### src/rtl/pacer_pkg.sv
package pacer_pkg;
   localparam int CFG_W    = 8;
   localparam int MODE_BIT = CFG_W - 1;
   localparam int RLD_W    = CFG_W - 1;
   typedef enum logic {
      RATE_EXT = 1'b0,
      RATE_INT = 1'b1
   } rate_mode_e;
endpackage

### src/rtl/pacer_ref_sel.sv
module pacer_ref_sel #(
   parameter int NREF  = 4,
   parameter int SEL_W = 2
) (
   input  logic [NREF-1:0]  en_i,
   input  logic [SEL_W-1:0] sel_i,
   output logic             en_o
);
   generate
      if (NREF == 1) begin : g_single
         logic unused_sel;
         assign unused_sel = ^sel_i;
         assign en_o = en_i[0];
      end else if ((1 << SEL_W) == NREF) begin : g_pow2
         assign en_o = en_i[sel_i];
      end else begin : g_guard
         always_comb begin
            en_o = 1'b0;
            for (int i = 0; i < NREF; i++)
               if (sel_i == SEL_W'(i)) en_o = en_i[i];
         end
      end
   endgenerate
endmodule

### src/rtl/pacer_rate_timer.sv
module pacer_rate_timer #(
   parameter int RLD_W = 7
) (
   input  logic             clk,
   input  logic             rst_n,
   input  logic             load_i,
   input  logic [RLD_W-1:0] load_val_i,
   input  logic [RLD_W-1:0] reload_i,
   input  logic             int_mode_i,
   input  logic             ref_en_i,
   input  logic             ext_req_i,
   input  logic             gate_i,
   output logic             tick_o
);
   logic [RLD_W-1:0] cnt_q;
   logic             at_zero;
   logic             tick_int;

   assign at_zero  = (cnt_q == '0);
   assign tick_int = int_mode_i & ref_en_i & at_zero & ~load_i;
   assign tick_o   = gate_i & (int_mode_i ? tick_int : ext_req_i);

   always_ff @(posedge clk or negedge rst_n) begin
      if (!rst_n)                       cnt_q <= '0;
      else if (load_i)                  cnt_q <= load_val_i;
      else if (int_mode_i && ref_en_i)  cnt_q <= at_zero ? reload_i : cnt_q - 1'b1;
   end
endmodule

### src/rtl/pacer_lag_track.sv
module pacer_lag_track #(
   parameter int LAG_MAX = 7,
   localparam int LAG_W  = $clog2(LAG_MAX + 1)
) (
   input  logic             clk,
   input  logic             rst_n,
   input  logic             clr_lag_i,
   input  logic             up_i,
   input  logic             dn_i,
   input  logic             evt_clr_i,
   output logic [LAG_W-1:0] lag_o,
   output logic             evt_o
);
   logic [LAG_W-1:0] lag_d;
   logic             at_max;
   logic             at_min;

   assign at_max = (lag_o == LAG_W'(LAG_MAX));
   assign at_min = (lag_o == '0);

   always_comb begin
      lag_d = lag_o;
      if (clr_lag_i)                        lag_d = '0;
      else if (up_i && !dn_i && !at_max)    lag_d = lag_o + 1'b1;
      else if (dn_i && !up_i && !at_min)    lag_d = lag_o - 1'b1;
   end

   always_ff @(posedge clk or negedge rst_n) begin
      if (!rst_n) begin
         lag_o <= '0;
         evt_o <= 1'b0;
      end else begin
         lag_o <= lag_d;
         evt_o <= (evt_o & ~evt_clr_i) | (lag_d == LAG_W'(LAG_MAX));
      end
   end
endmodule

### src/rtl/cell_pacer.sv
module cell_pacer #(
   parameter int NCH     = 4,
   parameter int NREF    = 4,
   parameter int LAG_MAX = 7,
   localparam int CFG_W  = pacer_pkg::CFG_W,
   localparam int RLD_W  = pacer_pkg::RLD_W,
   localparam int ADDR_W = (NCH > 1) ? $clog2(NCH) : 1,
   localparam int SEL_W  = (NREF > 1) ? $clog2(NREF) : 1,
   localparam int LAG_W  = $clog2(LAG_MAX + 1)
) (
   input  logic              clk,
   input  logic              rst_n,
   input  logic [NREF-1:0]   ref_en_i,
   input  logic [SEL_W-1:0]  ref_sel_i,
   input  logic              slave_i,
   input  logic              wr_en_i,
   input  logic [ADDR_W-1:0] wr_addr_i,
   input  logic [CFG_W-1:0]  wr_data_i,
   input  logic [NCH-1:0]    ext_req_i,
   input  logic [NCH-1:0]    cell_done_i,
   input  logic [NCH-1:0]    evt_clr_i,
   input  logic [NCH-1:0]    evt_mask_i,
   output logic [NCH-1:0]    tick_o,
   output logic [NCH-1:0]    evt_o,
   output logic              irq_o
);
   import pacer_pkg::*;

   generate
      if (NCH < 1)         begin : g_bad_nch  $error("NCH must be at least 1"); end
      if (NREF < 1)        begin : g_bad_nref $error("NREF must be at least 1"); end
      if (LAG_MAX < 1)     begin : g_bad_lag  $error("LAG_MAX must be at least 1"); end
   endgenerate

   logic                           ref_en;
   logic [NCH-1:0][CFG_W-1:0]      cfg_q;
   logic [NCH-1:0]                 int_mode;
   logic [NCH-1:0]                 wr_hit;
   logic [NCH-1:0][LAG_W-1:0]      lag_q;

   pacer_ref_sel #(.NREF(NREF), .SEL_W(SEL_W)) u_ref (
      .en_i  (ref_en_i),
      .sel_i (ref_sel_i),
      .en_o  (ref_en)
   );

   generate
      for (genvar k = 0; k < NCH; k++) begin : g_ch
         logic gate;
         assign wr_hit[k]   = wr_en_i && (wr_addr_i == ADDR_W'(k));
         assign int_mode[k] = (rate_mode_e'(cfg_q[k][MODE_BIT]) == RATE_INT);

         if (k == 0) begin : g_master_ch
            assign gate = 1'b1;
         end else begin : g_other_ch
            assign gate = ~slave_i;
         end

         always_ff @(posedge clk or negedge rst_n) begin
            if (!rst_n)          cfg_q[k] <= '0;
            else if (wr_hit[k])  cfg_q[k] <= wr_data_i;
         end

         pacer_rate_timer #(.RLD_W(RLD_W)) u_tmr (
            .clk        (clk),
            .rst_n      (rst_n),
            .load_i     (wr_hit[k]),
            .load_val_i (wr_data_i[RLD_W-1:0]),
            .reload_i   (cfg_q[k][RLD_W-1:0]),
            .int_mode_i (int_mode[k]),
            .ref_en_i   (ref_en),
            .ext_req_i  (ext_req_i[k]),
            .gate_i     (gate),
            .tick_o     (tick_o[k])
         );

         pacer_lag_track #(.LAG_MAX(LAG_MAX)) u_lag (
            .clk       (clk),
            .rst_n     (rst_n),
            .clr_lag_i (wr_hit[k]),
            .up_i      (tick_o[k]),
            .dn_i      (cell_done_i[k]),
            .evt_clr_i (evt_clr_i[k]),
            .lag_o     (lag_q[k]),
            .evt_o     (evt_o[k])
         );
      end
   endgenerate

   assign irq_o = |(evt_o & evt_mask_i);
endmodule

### config.mk
export PLATFORM = sky130hd
export DESIGN_NAME = cell_pacer
export DESIGN_NICKNAME = d
export VERILOG_FILES = /design/src/rtl/pacer_pkg.sv /design/src/rtl/pacer_ref_sel.sv /design/src/rtl/pacer_rate_timer.sv /design/src/rtl/pacer_lag_track.sv /design/src/rtl/cell_pacer.sv
export SDC_FILE = /design/constraint.sdc
export NUM_CORES = 1
export LEC_CHECK = 0
export CAP_MARGIN = 0
export CORE_MARGIN = 2
export CORE_UTILIZATION = 58
export DETAILED_ROUTE_END_ITERATION = 8
export DONT_BUFFER_PORTS = 1
export PLACE_DENSITY_LB_ADDON = 0.2
export SLEW_MARGIN = 20
export SYNTH_ARGS = -nofsm -noshare
export SYNTH_HDL_FRONTEND = slang
export SYNTH_SLANG_ARGS = --single-unit
### constraint.sdc
create_clock -name clk -period 2.4 [get_ports clk]
set_clock_uncertainty 0.1 [all_clocks]
set_input_delay 0 -clock clk [delete_from_list [all_inputs] [get_ports clk]]
set_output_delay 0 -clock clk [all_outputs]
set_load 0.01 [all_outputs]
======== Word level (Yosys, flattened, before mapping) ========
Cells that the tools add are included.
storage, ports and cells
  register bits after elaboration ......... 76
  input bits .............................. 36
  output and inout bits ................... 9
  word-level logic and storage cells ...... 157
cells by class
  add/subtract/negate cells ............... 12
  $lt $le $gt $ge ......................... 1
  equality and inequality tests ........... 11
  multiplexer cells ....................... 30
  bitwise logic cells ..................... 33
  reductions and logical operators ........ 54
operators by type and width
  kind                   count
  $mux W7                12
  $mux W3                12
  $logic_not A7 Y1       4
  $sub A7 B1 Y7 const B  4
  $eq A3 B3 Y1 const B   8
  $logic_and A1 B1 Y1    24
  $and A1 B1 Y1          19
  $logic_not A1 Y1       16
  $add A3 B1 Y3 const B  4
  $logic_not A3 Y1       4
  $sub A3 B1 Y3 const B  4
  $not A1 Y1             9
  $reduce_bool A2 Y1     4
  $mux W1                5
  $and A4 B4 Y4          1
  $eq A2 B2 Y1 const B   2
  $or A1 B1 Y1           4
  $reduce_or A4 Y1       1
  $lt A2 B3 Y1 const B   1
  $bmux W1 S2            1
  $eq A2 B1 Y1 const B   1
  $logic_not A2 Y1       1

======== Depth between registers and ports, before layout ========
Gate-level depths: netlist of run 1.
  depth in word-level cells ............... 15
  gate-level depth with buffers ........... 9
  depth with buffers taken out ............ 8

======== By module ========
Synthesis of run 1 repeated with hierarchy kept, for this count alone.
unflattened totals
  cells, all modules ...................... 451
  area total of the unflattened synthesis .. 4,685.7 µm²
modules (own cells, without submodules)
  module                                times used  cells an instance  area each (µm²)
  pacer_rate_timer                      4           62                 543.0
  cell_pacer                            1           77                 1,255.0
  pacer_lag_track at g_ch[2].u_lag ...  2           31                 301.5
  pacer_lag_track at g_ch[0].u_lag      1           35                 330.3
  pacer_lag_track at g_ch[1].u_lag      1           28                 302.8
  pacer_ref_sel                         1           1                  22.5

======== Worst setup path before layout of run 1 ========
No wires, ideal clock.
  path type ............................... register to register
  start point ............................. register g_ch[3].u_tmr.cnt_q[0]
  end point ............................... register g_ch[3].u_lag.evt_o
  library setup time ...................... 0.122 ns
  arrival ................................. 1.995 ns
  slack ................................... 0.183 ns
  stages on the path, launching flop included .. 10
  path buffers ............................ 1
  clock period less this slack ............ 2.217 ns
  cells stage by stage .................... dfrtp_1 -> inv_1 -> ha_1 -> nor4b_1 -> and2_1 -> clkbuf_1 -> a21boi_0 -> o31ai_1 -> a31oi_4 -> a32o_1
on the way
  longest elaborated chain between the ends .. 13
  elaborated cells between the ends (all ways) .. 15
  classes of those cells .................. 1 x eq/ne; 4 x mux; 4 x bitwise; 6 x reduce/logical
ends and longest elaborated chain
  element                           RTL line                RTL
  start, declared                   pacer_rate_timer.sv:15  logic [RLD_W-1:0] cnt_q;
  start signal, assigned            pacer_rate_timer.sv:25  else if (load_i) cnt_q <= load_val_i;
  start signal, assigned            pacer_rate_timer.sv:26  else if (int_mode_i && ref_en_i) cnt_q <= at_zero ? reload_i : cnt_q - 1'b1;
  $logic_not A7 Y1 *                pacer_rate_timer.sv:19  assign at_zero = (cnt_q == '0);
  $and A1 B1 Y1 * (2 in a row)      pacer_rate_timer.sv:20  assign tick_int = int_mode_i & ref_en_i & at_zero & ~load_i;
  $mux W1 *                         pacer_rate_timer.sv:21  assign tick_o = gate_i & (int_mode_i ? tick_int : ext_req_i);
  $and A1 B1 Y1 *                   pacer_rate_timer.sv:21
  $logic_not A1 Y1                  pacer_lag_track.sv:25   else if (dn_i && !up_i && !at_min) lag_d = lag_o - 1'b1;
  $logic_and A1 B1 Y1 (2 in a row)  pacer_lag_track.sv:25
  $mux W3                           pacer_lag_track.sv:25
  $mux W3 *                         pacer_lag_track.sv:24   else if (up_i && !dn_i && !at_max) lag_d = lag_o + 1'b1;
  $mux W3 *                         pacer_lag_track.sv:23   if (clr_lag_i) lag_d = '0;
  named net g_ch[3].u_lag.lag_d[2]  pacer_lag_track.sv:14   logic [LAG_W-1:0] lag_d;
  $eq A3 B3 Y1 *                    pacer_lag_track.sv:34   evt_o <= (evt_o & ~evt_clr_i) | (lag_d == LAG_W'(LAG_MAX));
  $or A1 B1 Y1 *                    pacer_lag_track.sv:34
  end signal, assigned              pacer_lag_track.sv:34
  end, declared                     pacer_lag_track.sv:12   output logic evt_o
Mark *: on every way through the listed nets, which the timed path passes. The rest lies on a longest branch.
A chain may end at the register's enable or synchronous reset.

======== Worst setup path in the final report of run 1 ========
  start point ............................. register g_ch[2].u_tmr.cnt_q[2]
  end point ............................... register g_ch[2].u_lag.evt_o
on the way
  longest elaborated chain between the ends .. 13
  elaborated cells between the ends (all ways) .. 15
  classes of those cells .................. 1 x eq/ne; 4 x mux; 4 x bitwise; 6 x reduce/logical
ends and longest elaborated chain
  element                           RTL line
  start, declared                   pacer_rate_timer.sv:15
  start signal, assigned            pacer_rate_timer.sv:25
  start signal, assigned            pacer_rate_timer.sv:26
  $logic_not A7 Y1 *                pacer_rate_timer.sv:19
  $and A1 B1 Y1 * (2 in a row)      pacer_rate_timer.sv:20
  $mux W1 *                         pacer_rate_timer.sv:21
  $and A1 B1 Y1 *                   pacer_rate_timer.sv:21
  $logic_not A1 Y1                  pacer_lag_track.sv:25
  $logic_and A1 B1 Y1 (2 in a row)  pacer_lag_track.sv:25
  $mux W3                           pacer_lag_track.sv:25
  $mux W3 *                         pacer_lag_track.sv:24
  $mux W3 *                         pacer_lag_track.sv:23
  $eq A3 B3 Y1 *                    pacer_lag_track.sv:34
  $or A1 B1 Y1 *                    pacer_lag_track.sv:34
  end signal, assigned              pacer_lag_track.sv:34
  end, declared                     pacer_lag_track.sv:12
Every way passes the cells marked *; elsewhere a longest branch is shown, timed or not.

==> results.json, run 1 <==
{
  "clock_path_buffers": 2,
  "use_met1_pct": 37.1,
  "start_util_pct": 59.7,
  "wl_per_cell_um": 16.4,
  "use_met3_pct": 3.09,
  "p_per_area_nw_per_um2": 1020,
  "async_flop_share_pct": 100,
  "synth.most_common_cell": "nand2_1",
  "arrival_ns": 2.46,
  "row_count": 32,
  "drt-initial-drc-count": 200,
  "gr-max-usage-layer": "met2",
  "critPathMaxFanout": 7,
  "synth-edff-count": 0,
  "worstPathCellList": "nor4_2 > nand3b_1 > o32ai_4 > mux2i_1 > xnor2_1 > o32ai_1",
  "p_leak_nw": 2.45,
  "setup_viol": 0,
  "cts.clk_slew.worst_paths_ns": 0.08,
  "outcome": "finished, violations left",
  "end_kind": "flop",
  "globalplace.congestion": 0.860,
  "hold_viol": 1,
  "grt_pass1_vias": 3756,
  "chipWidth_um": 92.9,
  "tritoncts": "yes",
  "synth_largest_area_cell": "dfrtp_1",
  "synth_seq_cells": 76,
  "finalCritPeriodShare_pct": 96.5,
  "layout-drive-gt1-share_pct": 10.1,
  "grtUsageTotal_pct": 26.8,
  "total_power_mw": 5.35,
  "dieArea_um2": 8630,
  "synthDistinctLibCells": 65,
  "io_buffers": 0,
  "vias_per_cell": 5.72,
  "grt_pass1_wl_mm": 18.0,
  "antenna_found_initial": 0,
  "whs_ns": -0.0237,
  "dp_hpwl_mm": 7.30,
  "required_ns": 2.54,
  "fillers": 627,
  "slew_headroom_pct": 72.3,
  "first_pass_iters": 4,
  "ctsRootBufferMaster": "clkbuf_8",
  "crit_slowest_cell": "dfrtp_1",
  "htreeDepth": 3,
  "slew_violations": 0,
  "fin_area_um2": 5260,
  "layout_setup_ws_ns": 0.0832,
  "grt_overflow": 0,
  "vias": 3869,
  "worst_slew_pin_slew_ns": 0.415,
  "irDropWorstVdd_uv": 597,
  "max_freq_mhz": 432,
  "clock_sinks": 76,
  "start_kind": "flop",
  "pin_count": 45,
  "num_antenna_cells": 0,
  "final_cells": 676,
  "remaining_drc_errors": 0,
  "crit_type": "flop to flop",
  "path_buf_inv": 0,
  "area_delta_synth_final_pct": 14.7,
  "synth_area_um2": 4590,
  "violations": "negative hold slack",
  "clk-insertion-delay-late_ns": 0.37,
  "synth_cells": 540,
  "critPathTopFamily": "compound AO/OA/AOI/OAI gates",
  "met2_usage_pct": 43.8,
  "dpl_cell_area_um2": 4720,
  "syn_avg_cell_area_um2": 8.49,
  "cap_violations": 0,
  "synthTopCellsByArea": "dfrtp_1 41%, nand2_1 9.5%, ha_1 6.5%, nor2_1 4.3%, a21oi_1 4.0%",
  "fin_crit_ns": 2.32,
  "ys_seq_area_share_pct": 41.5,
  "synth_top_area_share_pct": 41.5,
  "final_core_utilization_pct": 68.4,
  "max_stage_delay_ns": 0.44,
  "coreArea_um2": 7690,
  "cts_made_buffers": 9,
  "dp.cells": 633,
  "min_path_type": "input port to flop",
  "wl_mm": 11.1,
  "nets": 629,
  "grt_max_degree": 77,
  "place_ws_ns": 0.0813,
  "drtAntennaViolNets": 0,
  "synthesis.nets": 600,
  "ys_warn_count": 0,
  "synth-main-ff-cell": "dfrtp_1",
  "setup-tns-final_ns": 0,
  "die_height_um": 92.9,
  "synthTopCellsByCount": "116 x nand2_1, 76 x dfrtp_1, 53 x nor2_1"
}
[cell type report]
type | count | area (um2) | area share (%)
clock buffer | 10 | 128 | 2.43
clock inverter | 6 | 88.8 | 1.69
inverter | 35 | 131 | 2.50
multi-input combinational | 402 | 2460 | 46.7
sequential | 76 | 1900 | 36.1
tap | 102 | 128 | 2.43
timing repair buffer | 45 | 427 | 8.11
[repair_timing]
action | in CTS | in global routing
endpoints found under the setup margin | 0 | 9
setup buffers | 0 | 1
hold buffers | 26 | 0
gates resized for setup | 0 | 9
endpoints found under the hold margin | 150 | 0
[path summary, 6_finish.rpt]
kind / startpoint / end / slack, ns / cells after the start
min in group asynchronous: rst_n / g_ch[2].u_tmr.cnt_q[4]$_DFFE_PN0P_ / 0.08 / 2
max in group asynchronous: rst_n / g_ch[0].u_lag.lag_o[0]$_DFF_PN0_ / 1.80 / 2
max: g_ch[2].u_tmr.cnt_q[2]$_DFFE_PN0P_ / g_ch[2].u_lag.evt_o$_DFF_PN0_ / 0.08 / 6
max reg2reg: g_ch[2].u_tmr.cnt_q[2]$_DFFE_PN0P_ / g_ch[2].u_lag.evt_o$_DFF_PN0_ / 0.08 / 6
min: cell_done_i[1] / g_ch[1].u_lag.lag_o[2]$_DFF_PN0_ / -0.02 / 5
min reg2reg: cfg_q[1]$_DFFE_PN0P_ / cfg_q[1]$_DFFE_PN0P_ / 0.38 / 2
[worst reg2reg max path, delay by kind of cell (launching register included)]
kind / cells / cell delay (ns)
AOI/OAI and AO/OA: 2 / 0.73
DFF: 1 / 0.44
xor gates and xnor gates: 1 / 0.11
and+or+nand+nor: 2 / 0.56
muxes: 1 / 0.26
[placed cells by master, fill, tap and decap left out, drive strengths merged, types with 3 or more instances in the layout]
cell | Yosys | layout
nor2b | 5 | 5
o32ai | 5 | 5
inv | 35 | 35
nor4 | 3 | 3
nand3b | 5 | 5
dlygate4sd3 | 0 | 24
nand3 | 7 | 7
nand2b | 4 | 4
ha | 24 | 24
o21ai | 36 | 36
o21a | 3 | 3
nand2 | 117 | 117
xor2 | 4 | 4
buf | 12 | 20
xnor2 | 6 | 6
nor2 | 53 | 53
o31ai | 3 | 3
or3 | 4 | 4
and2 | 5 | 5
dfrtp | 76 | 76
a31oi | 7 | 7
mux2i | 7 | 7
clkbuf | 15 | 10
a21oi | 38 | 38
o22ai | 9 | 9
nor3 | 10 | 10
a211oi | 14 | 14
[kinds of logic after synthesis]
group / Yosys count / share of synthesized area (%)
AO/OA/AOI/OAI: 133 / 19.6
flip-flops: 76 / 41.5
adder cells (fa/ha/maj): 24 / 6.55
buffers and inverters: 62 / 5.81
multiplexers: 9 / 2.26
AND/OR/NAND/NOR: 226 / 22.4
XOR/XNOR: 10 / 1.91
[metal layers]
| metal | vias to the layer above | share of wire (%) |
|---|---|---|
| met5 | - | 0 |
| met4 | 0 | 1.7 |
| met3 | 17 | 4.2 |
| met2 | 76 | 49 |
| met1 | 1859 | 45 |
| li1 | 1917 | - |
[state kept, by name, indices dropped and copies added, names as in the netlist]
signal / count
cfg_q: 32
g_ch.u_lag.evt_o: 4
g_ch.u_lag.lag_o: 12
g_ch.u_tmr.cnt_q: 28
[power breakdown]
part           total [mW]  internal [mW]  switching [mW]
combinational        2.12          0.958            1.16
sequential           2.14           1.69           0.451
clock                1.09          0.586           0.505
(Power assumes the default switching activity.)
==> run 2, diff against run 1 <==
CORE_MARGIN = unset   (was 2)
==> results.json, run 2 (same netlist as run 1, synthesis figures left out) <==
{
  "outcome": "finished clean",
  "htreeDepth": 3,
  "required_ns": 2.55,
  "hold_viol": 0,
  "grtUsageTotal_pct": 27.8,
  "antenna_found_initial": 0,
  "io_buffers": 0,
  "layout-drive-gt1-share_pct": 9.95,
  "setup_viol": 0,
  "mostFrequentLayoutCells": "116 x nand2_1, 75 x dfrtp_1, 53 x nor2_1, 37 x a21oi_1",
  "total_power_mw": 5.33,
  "wl_mm": 10.6,
  "tritoncts": "yes",
  "swShare_pct": 38.8,
  "finalCritPeriodShare_pct": 95.1,
  "p_per_area_nw_per_um2": 1010,
  "coreArea_um2": 7690,
  "start_kind": "flop",
  "power.share.clock_pct": 20.9,
  "min_path_cells": 3,
  "grt_pass1_vias": 3797,
  "clk-insertion-delay-late_ns": 0.36,
  "p_comb_share_pct": 38.6,
  "netSwitchingPower_mw": 2.07,
  "start_util_pct": 59.7,
  "setup-tns-final_ns": 0,
  "globalplace.congestion": 0.835,
  "pin_count": 45,
  "cts_made_buffers": 9,
  "critPathMaxFanout": 7,
  "largest_register_ffs": 32,
  "vias": 3901,
  "fin_crit_ns": 2.28,
  "slew_headroom_pct": 71.2,
  "seqPwrFrac_pct": 40.5,
  "dieArea_um2": 8270,
  "ctsRootBufferMaster": "clkbuf_8",
  "vias_per_cell": 5.78,
  "area_delta_synth_final_pct": 14.9,
  "final_common_cell": "nand2_1",
  "worst_slew_pin_slew_ns": 0.428,
  "post-cts-setup-buffers": 0,
  "reg_top3": "cfg_q x32, g_ch.u_tmr.cnt_q x28, g_ch.u_lag.lag_o x12",
  "cap_violations": 0,
  "num_antenna_cells": 0,
  "grt_pass1_wl_mm": 17.9,
  "clock_sinks": 76,
  "irDropWorstVdd_uv": 565,
  "nets": 628,
  "clock_path_buffers": 2,
  "drtAntennaViolNets": 0,
  "p_leak_nw": 2.42,
  "wl_per_cell_um": 15.6,
  "rsz0062_at_grt": "false",
  "die_height_um": 90.9,
  "max_freq_mhz": 438,
  "row_count": 32,
  "slew_violations": 0,
  "dp_hpwl_mm": 7.12,
  "first_pass_iters": 4,
  "arrival_ns": 2.43,
  "drt-initial-drc-count": 200,
  "crit_type": "flop to flop",
  "rr_worst_depth": 6,
  "fillers": 631,
  "cts.clk_slew.worst_paths_ns": 0.09,
  "grt_max_degree": 77,
  "regMostFlops": "cfg_q",
  "end_kind": "flop",
  "intPower_mw": 3.26,
  "remaining_drc_errors": 0,
  "grt_overflow": 0,
  "min_path_type": "input port to flop",
  "chipWidth_um": 90.9
}
==> run 2: cell count changes in the layout (fill, tap and decap cells not counted), moves of 2 or more <==
cell / delta
dlygate4sd3_1: +3
mux2i_2: +2
mux2i_1: -2
buf_4: -3
==> run 2: repair_timing <==
item                                   in CTS  in global routing
resized for setup                           0                 10
endpoints found under the hold margin     150                  0
hold buffers                               29                  0
setup endpoints to repair                   0                  9
==> run 2: worst paths after layout <==
check | startpoint | to | slack (ns)
min in group asynchronous | rst_n | cfg_q[21]$_DFFE_PN0P_ | 0.08
max | g_ch[2].u_tmr.cnt_q[3]$_DFFE_PN0P_ | g_ch[2].u_lag.evt_o$_DFF_PN0_ | 0.12
min | wr_addr_i[1] | cfg_q[25]$_DFFE_PN0P_ | 0.006
max reg2reg | g_ch[2].u_tmr.cnt_q[3]$_DFFE_PN0P_ | g_ch[2].u_lag.evt_o$_DFF_PN0_ | 0.12
max in group asynchronous | rst_n | g_ch[0].u_tmr.cnt_q[2]$_DFFE_PN0P_ | 1.80
min reg2reg | cfg_q[3]$_DFFE_PN0P_ | cfg_q[3]$_DFFE_PN0P_ | 0.38
==> run 2: power by group through the flow <==
stage / combinational (mW) / sequential, mW / clock, mW
after CTS: 2.03 / 2.13 / 1.13
final: 2.05 / 2.16 / 1.12
after global routing: 2.37 / 2.23 / 1.19
after global placement: 1.84 / 2.14 / 0
after detailed placement: 1.92 / 2.14 / 0
after floorplan: 1.62 / 2.03 / 0
==> run 2: worst max-delay path, stage by stage, from the launching register on <==
cell      delay, ns
dfrtp_1        0.45
nor4_2         0.35
nand3b_1       0.18
o32ai_4        0.43
mux2i_1        0.29
xnor2_1        0.11
o32ai_1        0.27
==> run 2: layout make-up <==
type,count,area [um2],area share (%)
clock buffers,11,141,2.68
flip-flops and latches,76,1900,36.1
multi-input cells,402,2460,46.7
clock inverters,5,83.8,1.59
well taps,102,128,2.42
repair buffers,44,422,8.00
inverters,35,131,2.49
==> run 2: through the flow <==
step | instances | area, um2 | util (%) | hold WS (ns) | setup slack [ns]
final | 675 | 5270 | 68.5 | 0.00643 | 0.119
after floorplan | 540 | 4590 | - | -0.396 | 0.183
after global routing | 675 | 5270 | 68.5 | 0.0231 | 0.00543
after CTS | 676 | 5240 | 68.1 | 0.00531 | 0.0529
after detailed placement | 631 | 4700 | 61.2 | -0.393 | 0.0848
after global placement | 631 | 4700 | 61.2 | -0.394 | 0.159
==> run 2: metal layers <==
metal	GRT usage, %	part of all wire, %	vias to the layer above
met5	0	0	-
met4	11.2	2.2	0
met3	4.21	4.9	18
met2	44.6	47	84
met1	37.9	45	1888
li1	-	-	1911
